--- config.mk ---
export PLATFORM = sky130hd
export DESIGN_NAME = vec_fetch_unit
export DESIGN_NICKNAME = d
export VERILOG_FILES = /design/src/rtl/vtab_pkg.sv /design/src/rtl/vtab_base_reg.sv /design/src/rtl/vtab_addr_gen.sv /design/src/rtl/vtab_fetch_fsm.sv /design/src/rtl/vec_fetch_unit.sv
export SDC_FILE = /design/constraint.sdc
export NUM_CORES = 1
export LEC_CHECK = 0
export ABC_AREA = 1
export CAP_MARGIN = 25
export CORE_ASPECT_RATIO = 1.5
export CORE_UTILIZATION = 48
export DETAILED_ROUTE_END_ITERATION = 8
export PLACE_DENSITY = 0.84
export SLEW_MARGIN = 20
export SYNTH_ARGS = -nofsm -noshare
export SYNTH_HDL_FRONTEND = slang
export SYNTH_HIERARCHICAL = 1
export SYNTH_SLANG_ARGS = --single-unit
--- constraint.sdc ---
create_clock -name clk -period 2.63 [get_ports clk]
set_input_delay 0.526 -clock clk [delete_from_list [all_inputs] [get_ports clk]]
set_output_delay 0.526 -clock clk [all_outputs]
set_load 0.03 [all_outputs]
--- src/rtl/vtab_pkg.sv ---
package vtab_pkg;

    typedef enum logic [1:0] {
        ST_BOOT_SP = 2'd0,
        ST_BOOT_RV = 2'd1,
        ST_IDLE    = 2'd2,
        ST_FETCH   = 2'd3
    } vt_state_e;

    localparam int unsigned ENTRY_SHIFT = 2;

endpackage

--- src/rtl/vtab_base_reg.sv ---
module vtab_base_reg #(
    parameter int unsigned AW       = 32,
    parameter int unsigned ALIGN    = 7,
    parameter logic [31:0] BASE_MIN = 32'h0000_0080,
    parameter logic [31:0] BASE_MAX = 32'h3FFF_FF80
) (
    input  logic          clk,
    input  logic          rst_n,
    input  logic          we,
    input  logic          priv,
    input  logic [AW-1:0] wdata,
    output logic [AW-1:0] base_q
);
    localparam logic [AW-1:0] LOW_MASK = AW'((64'd1 << ALIGN) - 64'd1);
    localparam logic [AW-1:0] MIN_A    = AW'(BASE_MIN);
    localparam logic [AW-1:0] MAX_A    = AW'(BASE_MAX);

    logic in_window;
    logic accept;

    always_comb begin
        in_window = (wdata >= MIN_A) && (wdata <= MAX_A);
        accept    = we && priv && in_window;
    end

    always_ff @(posedge clk) begin
        if (!rst_n) begin
            base_q <= '0;
        end else if (accept) begin
            base_q <= wdata & ~LOW_MASK;
        end
    end

    // writes from unprivileged agents leave the base alone
    a_r5_unpriv_ignored: assert property (@(posedge clk) disable iff (!rst_n)
        (we && !priv) |=> $stable(base_q));

    // out-of-window values leave the base alone
    a_r5_range_ignored: assert property (@(posedge clk) disable iff (!rst_n)
        (we && ((wdata < MIN_A) || (wdata > MAX_A))) |=> $stable(base_q));

    // a stored base always lies inside the window or is the reset value
    a_r4_window: assert property (@(posedge clk) disable iff (!rst_n)
        (base_q == '0) || ((base_q >= (MIN_A & ~LOW_MASK)) && (base_q <= MAX_A)));

endmodule

--- src/rtl/vtab_addr_gen.sv ---
module vtab_addr_gen
    import vtab_pkg::*;
#(
    parameter int unsigned AW    = 32,
    parameter int unsigned EXC_W = 9
) (
    input  logic [AW-1:0]    base,
    input  logic [EXC_W-1:0] excnum,
    output logic [AW-1:0]    entry_addr
);
    logic [AW-1:0] offset;

    always_comb begin
        offset     = AW'(excnum) << ENTRY_SHIFT;
        entry_addr = base + offset;
    end

endmodule

--- src/rtl/vtab_fetch_fsm.sv ---
module vtab_fetch_fsm
    import vtab_pkg::*;
#(
    parameter int unsigned AW    = 32,
    parameter int unsigned EXC_W = 9
) (
    input  logic             clk,
    input  logic             rst_n,
    input  logic             req_valid,
    input  logic [EXC_W-1:0] req_excnum,
    output logic             req_ready,
    output logic [EXC_W-1:0] sel_excnum,
    input  logic [AW-1:0]    entry_addr,
    output logic             mem_req,
    output logic [AW-1:0]    mem_addr,
    input  logic             mem_ready,
    input  logic [AW-1:0]    mem_rdata,
    input  logic             mem_err,
    output logic             rsp_valid,
    output logic             rsp_err,
    output logic [AW-1:0]    rsp_addr,
    output logic             rsp_is_sp
);
    localparam logic [EXC_W-1:0] RESET_ENTRY = EXC_W'(1);

    vt_state_e state_q, state_nx;
    logic      done;
    logic      accept;

    always_comb begin
        mem_req    = (state_q != ST_IDLE);
        req_ready  = (state_q == ST_IDLE);
        done       = mem_req && mem_ready;
        accept     = req_ready && req_valid;
        sel_excnum = (state_q == ST_IDLE) ? req_excnum : RESET_ENTRY;
    end

    always_comb begin
        state_nx = state_q;
        unique case (state_q)
            ST_BOOT_SP: if (done) state_nx = mem_err ? ST_IDLE : ST_BOOT_RV;
            ST_BOOT_RV: if (done) state_nx = ST_IDLE;
            ST_IDLE:    if (req_valid) state_nx = ST_FETCH;
            ST_FETCH:   if (done) state_nx = ST_IDLE;
            default:    state_nx = ST_IDLE;
        endcase
    end

    // state register
    always_ff @(posedge clk) begin
        if (!rst_n) state_q <= ST_BOOT_SP;
        else        state_q <= state_nx;
    end

    // registered outputs
    always_ff @(posedge clk) begin
        if (!rst_n) begin
            mem_addr  <= '0;
            rsp_valid <= 1'b0;
            rsp_err   <= 1'b0;
            rsp_addr  <= '0;
            rsp_is_sp <= 1'b0;
        end else begin
            rsp_valid <= 1'b0;
            rsp_err   <= 1'b0;
            rsp_is_sp <= 1'b0;
            if (accept) begin
                mem_addr <= entry_addr;
            end
            if (done && (state_q == ST_BOOT_SP) && !mem_err) begin
                mem_addr <= entry_addr;
            end
            if (done) begin
                rsp_is_sp <= (state_q == ST_BOOT_SP);
                if (mem_err) begin
                    rsp_err  <= 1'b1;
                    rsp_addr <= '0;
                end else if (state_q == ST_BOOT_SP) begin
                    rsp_valid <= 1'b1;
                    rsp_addr  <= mem_rdata;
                end else if (mem_rdata[0]) begin
                    rsp_valid <= 1'b1;
                    rsp_addr  <= {mem_rdata[AW-1:1], 1'b0};
                end else begin
                    rsp_err  <= 1'b1;
                    rsp_addr <= '0;
                end
            end
        end
    end

    // a pending read keeps its request and address
    a_r9_hold: assert property (@(posedge clk) disable iff (!rst_n)
        (mem_req && !mem_ready) |=> (mem_req && $stable(mem_addr)));

    // a response flag follows a completing cycle
    a_r10_after_done: assert property (@(posedge clk) disable iff (!rst_n)
        (rsp_valid || rsp_err) |-> $past(mem_req && mem_ready));

    // returned vectors never carry bit 0, and the flags are exclusive
    a_r6_lowbit: assert property (@(posedge clk) disable iff (!rst_n)
        (rsp_valid && !rsp_is_sp) |-> !rsp_addr[0]);
    a_r6_exclusive: assert property (@(posedge clk) disable iff (!rst_n)
        $onehot0({rsp_valid, rsp_err}));

    // a bus error ends in an error response and idle
    a_r7_bus_err: assert property (@(posedge clk) disable iff (!rst_n)
        (mem_req && mem_ready && mem_err) |=> (rsp_err && !mem_req));

    // a request seen while busy starts nothing
    a_r8_busy_drop: assert property (@(posedge clk) disable iff (!rst_n)
        (state_q == ST_FETCH && !mem_ready) |=> (state_q == ST_FETCH));

endmodule

--- src/rtl/vec_fetch_unit.sv ---
module vec_fetch_unit #(
    parameter int unsigned AW       = 32,
    parameter int unsigned EXC_W    = 9,
    parameter int unsigned ALIGN    = 7,
    parameter logic [31:0] BASE_MIN = 32'h0000_0080,
    parameter logic [31:0] BASE_MAX = 32'h3FFF_FF80
) (
    input  logic             clk,
    input  logic             rst_n,
    input  logic             cfg_we,
    input  logic             cfg_priv,
    input  logic [AW-1:0]    cfg_wdata,
    output logic [AW-1:0]    cfg_base,
    input  logic             req_valid,
    input  logic [EXC_W-1:0] req_excnum,
    output logic             req_ready,
    output logic             mem_req,
    output logic [AW-1:0]    mem_addr,
    input  logic             mem_ready,
    input  logic [AW-1:0]    mem_rdata,
    input  logic             mem_err,
    output logic             rsp_valid,
    output logic             rsp_err,
    output logic [AW-1:0]    rsp_addr,
    output logic             rsp_is_sp
);
    logic [EXC_W-1:0] sel_excnum;
    logic [AW-1:0]    entry_addr;

    vtab_base_reg #(
        .AW(AW), .ALIGN(ALIGN), .BASE_MIN(BASE_MIN), .BASE_MAX(BASE_MAX)
    ) u_base (
        .clk(clk), .rst_n(rst_n), .we(cfg_we), .priv(cfg_priv),
        .wdata(cfg_wdata), .base_q(cfg_base)
    );

    vtab_addr_gen #(.AW(AW), .EXC_W(EXC_W)) u_addr (
        .base(cfg_base), .excnum(sel_excnum), .entry_addr(entry_addr)
    );

    vtab_fetch_fsm #(.AW(AW), .EXC_W(EXC_W)) u_fsm (
        .clk(clk), .rst_n(rst_n),
        .req_valid(req_valid), .req_excnum(req_excnum), .req_ready(req_ready),
        .sel_excnum(sel_excnum), .entry_addr(entry_addr),
        .mem_req(mem_req), .mem_addr(mem_addr), .mem_ready(mem_ready),
        .mem_rdata(mem_rdata), .mem_err(mem_err),
        .rsp_valid(rsp_valid), .rsp_err(rsp_err), .rsp_addr(rsp_addr),
        .rsp_is_sp(rsp_is_sp)
    );

    // while the boot read of entry 0 is pending, the address is zero
    a_r1_boot_addr: assert property (@(posedge clk) disable iff (!rst_n)
        (mem_req && !req_ready && $past(!rst_n)) |-> (mem_addr == '0));

endmodule

## After elaboration in Yosys (flattened, before gate mapping)

Index checks and enable logic that the tools add are counted.

- Flip-flop bits (word level): 94
- Output and inout bits: 101
- Logic and storage cells: 49

- Add/subtract/negate cells: 1
- $lt $le $gt $ge: 2
- Equality and inequality tests: 7
- Mux-type cells: 16
- Bitwise gates (word level): 2
- Reductions and logical operators: 14

Operators with widths:

| operator | count |
|---|---|
| $mux 32 | 5 |
| $add 32x11->32 | 1 |
| $ge 32x8->1 const B | 1 |
| $le 32x30->1 const B | 1 |
| $mux 9 | 1 |
| $mux 2 | 4 |
| $logic_and 1x1->1 | 7 |
| $pmux 2 s3 | 1 |
| $mux 1 | 5 |
| $eq 2x2->1 const B | 2 |
| $ne 2x1->1 const B | 2 |
| $ne 2x2->1 const B | 2 |
| $reduce_and 3->1 | 1 |
| $reduce_or 3->1 | 1 |
| $eq 2x1->1 const B | 1 |
| $logic_not 2->1 | 1 |
| $not 1->1 | 2 |
| $reduce_and 2->1 | 1 |
| $reduce_bool 2->1 | 1 |
| $reduce_or 2->1 | 1 |
| $logic_not 1->1 | 1 |

## Longest topological paths before layout

- Word-level depth: 5
- Mapped depth: 17
- Gate-level depth less buffers: 17

## Modules after synthesis

The synthesis kept the hierarchy.

By module, submodules not included:

| module | times used | cells each | area each (um^2) | seq. area each (um^2) |
|---|---|---|---|---|
| vtab_fetch_fsm | 1 | 461 | 3057.9 | 1381.3 |
| vtab_base_reg | 1 | 247 | 1534.0 | 500.5 |
| vtab_addr_gen | 1 | 282 | 1355.0 | 0.0 |

## Least setup slack after synthesis

Ideal clock, no wire load.

- Path kind: register to register
- Start: register u_fsm.state_q[0]
- End: register u_fsm.mem_addr[12]
- Arrival: 2189 ps
- Slack: 326 ps
- Stages on the path, launching flop included: 13
- Buffers on the path: 1
- Clock period less this slack: 2304 ps
- Cells stage by stage: dfxtp_1 inv_1 nand2_1 clkbuf_1 nor2_1 ha_1 nand2_1 inv_1 a21oi_1 nand3_2 xor2_1 a21oi_1 nor2_1

- Word-level cells in the longest chain between the ends: 5
- Elaborated cells on any way between the ends: 12
- Classes of those cells: add/sub (1); eq/ne (2); mux (3); reduce/logical (6)

Ends and longest elaborated chain:

| item | line | text |
|---|---|---|
| start, declared | vtab_fetch_fsm.sv:26 | `vt_state_e state_q, state_nx;` |
| start signal, assigned | vtab_fetch_fsm.sv:52 | `else state_q <= state_nx;` |
| $ne 2x2->1 (*) | vtab_fetch_fsm.sv:31 | `mem_req = (state_q != ST_IDLE);` |
| net mem_req | vec_fetch_unit.sv:17 | `output logic mem_req,` |
| $logic_and 1x1->1 (*) | vtab_fetch_fsm.sv:33 | `done = mem_req && mem_ready;` |
| $logic_and 1x1->1 (*) (2 in series) | vtab_fetch_fsm.sv:70 | `if (done && (state_q == ST_BOOT_SP) && !mem_err) begin` |
| $mux 32 or $reduce_bool 2->1 (tied branches) | - |  |
| end signal, assigned | vtab_fetch_fsm.sv:68 | `mem_addr <= entry_addr;` |
| end signal, assigned | vtab_fetch_fsm.sv:71 | `mem_addr <= entry_addr;` |
| end, declared | vtab_fetch_fsm.sv:15 | `output logic [AW-1:0] mem_addr,` |

The timed path passes the listed nets; every way through them passes the cells marked *. The select of a mux whose other input is x is not followed.
A chain may end at the register's enable or synchronous reset.

## Final worst setup path

- Start: register u_fsm.state_q[0]
- End: output port mem_req

- Word-level cells in the longest chain between the ends: 1

Ends and longest elaborated chain:

| item | line |
|---|---|
| $ne 2x2->1 | vtab_fetch_fsm.sv:31 |
| end, declared | vec_fetch_unit.sv:17 |

Every way passes these cells.

==> out/qor.csv <==
stage;metric;value;unit
outcome;outcome;completed;
global_route;overflow;0;
logic_synthesis;synthMuxAreaShare;0;%
min_path;hold_class;reg -> reg;
placement;dp.cells;1285;
layout;area_growth;36.3;%
logic_synthesis;synth-compound-area-share;7.85;%
logic_synthesis;synth_top_family_by_area;simple AND/OR/NAND/NOR gates;
pwr;p_int;2.84;mW
timing;rsz0062_at_grt;no;
floorplanning;core_area;12000;um^2
timing;max_freq;407;MHz
logic_synthesis;synth_cells;990;
layout;final_cell_area;8100;um^2
global_route;grt_use_total;26.3;%
layout;fin_cells;1302;
logic_synthesis;synth_xor_xnor_area_share;1.47;%
clock_tree;cts.clk_slew.worst_paths;0.06;ns
layout;nFillCells;1106;
drt;via_per_inst;4.94;
pwr;p_per_area;509;nW/um^2
critical_path;max_stage_delay;0.68;ns
drt;drc;0;
logic_synthesis;ys_seq_area_share;31.6;%
logic_synthesis;synth-seq-cells;94;
min_path;whs_path_depth;2;
floorplanning;io_pins;181;
critical_path;slowest_stage;clkdlybuf4s50_1;
layout;n_antenna_cell;0;
floorplanning;num_rows;49;
logic_synthesis;synthAdderAreaFrac;2.23;%
pwr;combinationalPowerShare;26.9;%
drt;drt-total-wl;16.8;mm
critical_path;critical_path.max_fanout;8;
critical_path;rr_worst_depth;13;
pwr;switching_share;31.1;%
timing;min_period_over_period;93.4;%
drt;wl_per_cell;12.9;um
clock_tree;cts_setup_buffers;0;
clock_tree;cts_sinks;94;
floorplanning;die_area;12800;um^2
critical_path;cp-end-kind;primary output;
floorplanning;fp.dieW;92.9;um
timing;fin_skew;0.00645;ns
critical_path;cp-start-kind;flop;
floorplanning;initial_core_util;49.5;%
pwr;leakagePower;3.90;nW
timing;setup_tns;0;ns
clock_tree;ctsResizeCount;0;
job;max_cap_violations;0;
global_route;grt_pass1_wl;27.3;mm
critical_path;crit_arrival;1.93;ns
pwr;power.share.clock;34.3;%
global_route;antenna_found_initial;0;
pwr;vdd_drop_max;0.303;mV
critical_path;crit_required;2.10;ns
logic_synthesis;synth_area_per_cell;6.01;um^2
critical_path;critical_path_class;reg -> out;
clock_tree;cts_inserted_buffers;9;
timing;finalCriticalPeriod;2.46;ns
clock_tree;ctsHoldBuffers;0;
layout;fin_nets;1234;
clock_tree;clock_path_buffers;2;
layout;drive_gt1_share;5.83;%
pwr;p_sw;1.28;mW
placement;dp_hpwl;12.6;mm
floorplanning;die_h;138;um
logic_synthesis;synth-simple-area-share;41.0;%
logic_synthesis;synthDistinctLibCells;32;
drt;dr.pass1.iters;5;
pwr;p_seq_share;38.8;%
timing;final-setup-viol-count;0;
clock_tree;cts_root_buf;clkbuf_16;
global_route;grt_max_degree;66;
drt;vias;6428;
clock_tree;cts_tree;done;
drt;drt-initial-drc-count;339;
placement;place_congestion;0.965;
clock_tree;cts_max_level;3;
logic_synthesis;netlist_area;5950;um^2
placement;port_buffers;173;
critical_path;worstPathCellList;inv_1 -> nand2_1 -> buf_4 -> clkdlybuf4s50_1;
timing;hold_viol_final;0;
placement;postPlaceCellArea;7750;um^2
timing;drv_slew;0;
logic_synthesis;yosysWarnings;6;
global_route;grt_pass1_vias;5896;
drt;postRouteAntennaNets;0;
clock_tree;worstSkewPairLatency;0.34;ns
-- cells in the final DEF, fill, tap and decap left out, types with 3 or more instances in the layout --
master,instances
nand3_2,17
dfxtp_1,94
nand2_1,295
clkbuf_16,9
inv_1,161
nor2_4,3
nand3_1,106
buf_12,3
buf_4,15
ha_1,9
a21oi_1,90
nor2_1,119
conb_1,7
xor2_1,9
nand3b_1,7
nor3_1,3
clkdlybuf4s50_1,172
nand2_2,6
-- cells by family after synthesis --
| logic type | after synthesis |
|---|---|
| AO/OA/AOI/OAI | 93 |
| XOR/XNOR | 10 |
| adder cells (fa/ha/maj) | 10 |
| buffers and inverters | 217 |
| flip-flops | 94 |
| other | 1 |
| AND/OR/NAND/NOR | 565 |
-- worst max-delay path, delay by kind of cell, from the launching register on --
family | cells | cell delay (ns)
and+or+nand+nor | 1 | 0.19
buffers and inverters | 3 | 0.99
DFF | 1 | 0.41
-- state kept, by name (all words and copies together), names as in the netlist --
signal,cells
u_base/base_q,25
u_fsm/mem_addr,32
u_fsm/rsp_addr,32
u_fsm/rsp_err,1
u_fsm/rsp_is_sp,1
u_fsm/rsp_valid,1
u_fsm/state_q,2
-- layout make-up --
type	count	area [um^2]	area share, %
multi-input cells	685	3170	39.2
clock buffers	10	229	2.83
flip-flops and latches	94	1880	23.2
well taps	153	191	2.36
repair buffers	192	1930	23.8
clock inverters	6	92.6	1.14
inverters	162	608	7.50
-- Yosys cell counts, drive strengths merged --
library cell    n  area [um^2]
conb            1         3.75
xor2            9         78.8
o21ai           2         10.0
and2            1         6.26
buf            44          287
nand3         123          691
dfxtp          94         1880
or2             3         18.8
nand4           2         12.5
inv           162          608
nand2         301         1140
xnor2           1         8.76
nand3b          7         52.6
fa              1         20.0
clkbuf         11         41.3
nor3b           1         12.5
nor3            3         15.0
a21oi          90          450
ha              9          113
nor2          124          485
a31oi           1         6.26
-- metrics by stage --
stage | total power, mW | utilization (%) | setup WS (ns) | hold WS [ns]
floorplan | 2.30 | - | 0.326 | 0.493
global placement | 2.71 | 64.5 | 0.0831 | 0.459
detailed placement | 2.73 | 64.5 | 0.0663 | 0.459
CTS | 4.15 | 67.2 | 0.164 | 0.474
global route | 4.34 | 67.4 | 0.103 | 0.490
finish | 4.12 | 67.4 | 0.173 | 0.477
-- layer usage --
layer,GRT usage [%],part of all wire [%],vias to the layer above
met1,28.9,38,2813
met5,0,0,-
met2,46.9,50,241
met3,5.45,6.8,52
li1,-,-,3322
met4,13.4,4.9,0
-- final timing paths --
check	start	end	slack, ns
worst max-delay path	u_fsm/state_q[0]	mem_req	0.17
worst min-delay path	u_fsm/rsp_addr[0]	u_fsm/rsp_addr[0]	0.48
worst max register to register	u_fsm/state_q[0]	u_fsm/mem_addr[25]	0.36
worst min register to register	u_fsm/rsp_addr[0]	u_fsm/rsp_addr[0]	0.48
-- power by group through the flow --
stage / sequential, mW / clock, mW / combinational [mW]
floorplan: 1.82 / 0 / 0.472
global placement: 1.63 / 0 / 1.08
detailed placement: 1.63 / 0 / 1.09
CTS: 1.60 / 1.45 / 1.10
global route: 1.61 / 1.51 / 1.21
finish: 1.60 / 1.42 / 1.11
No activity file was read; power rests on OpenSTA's default activity.
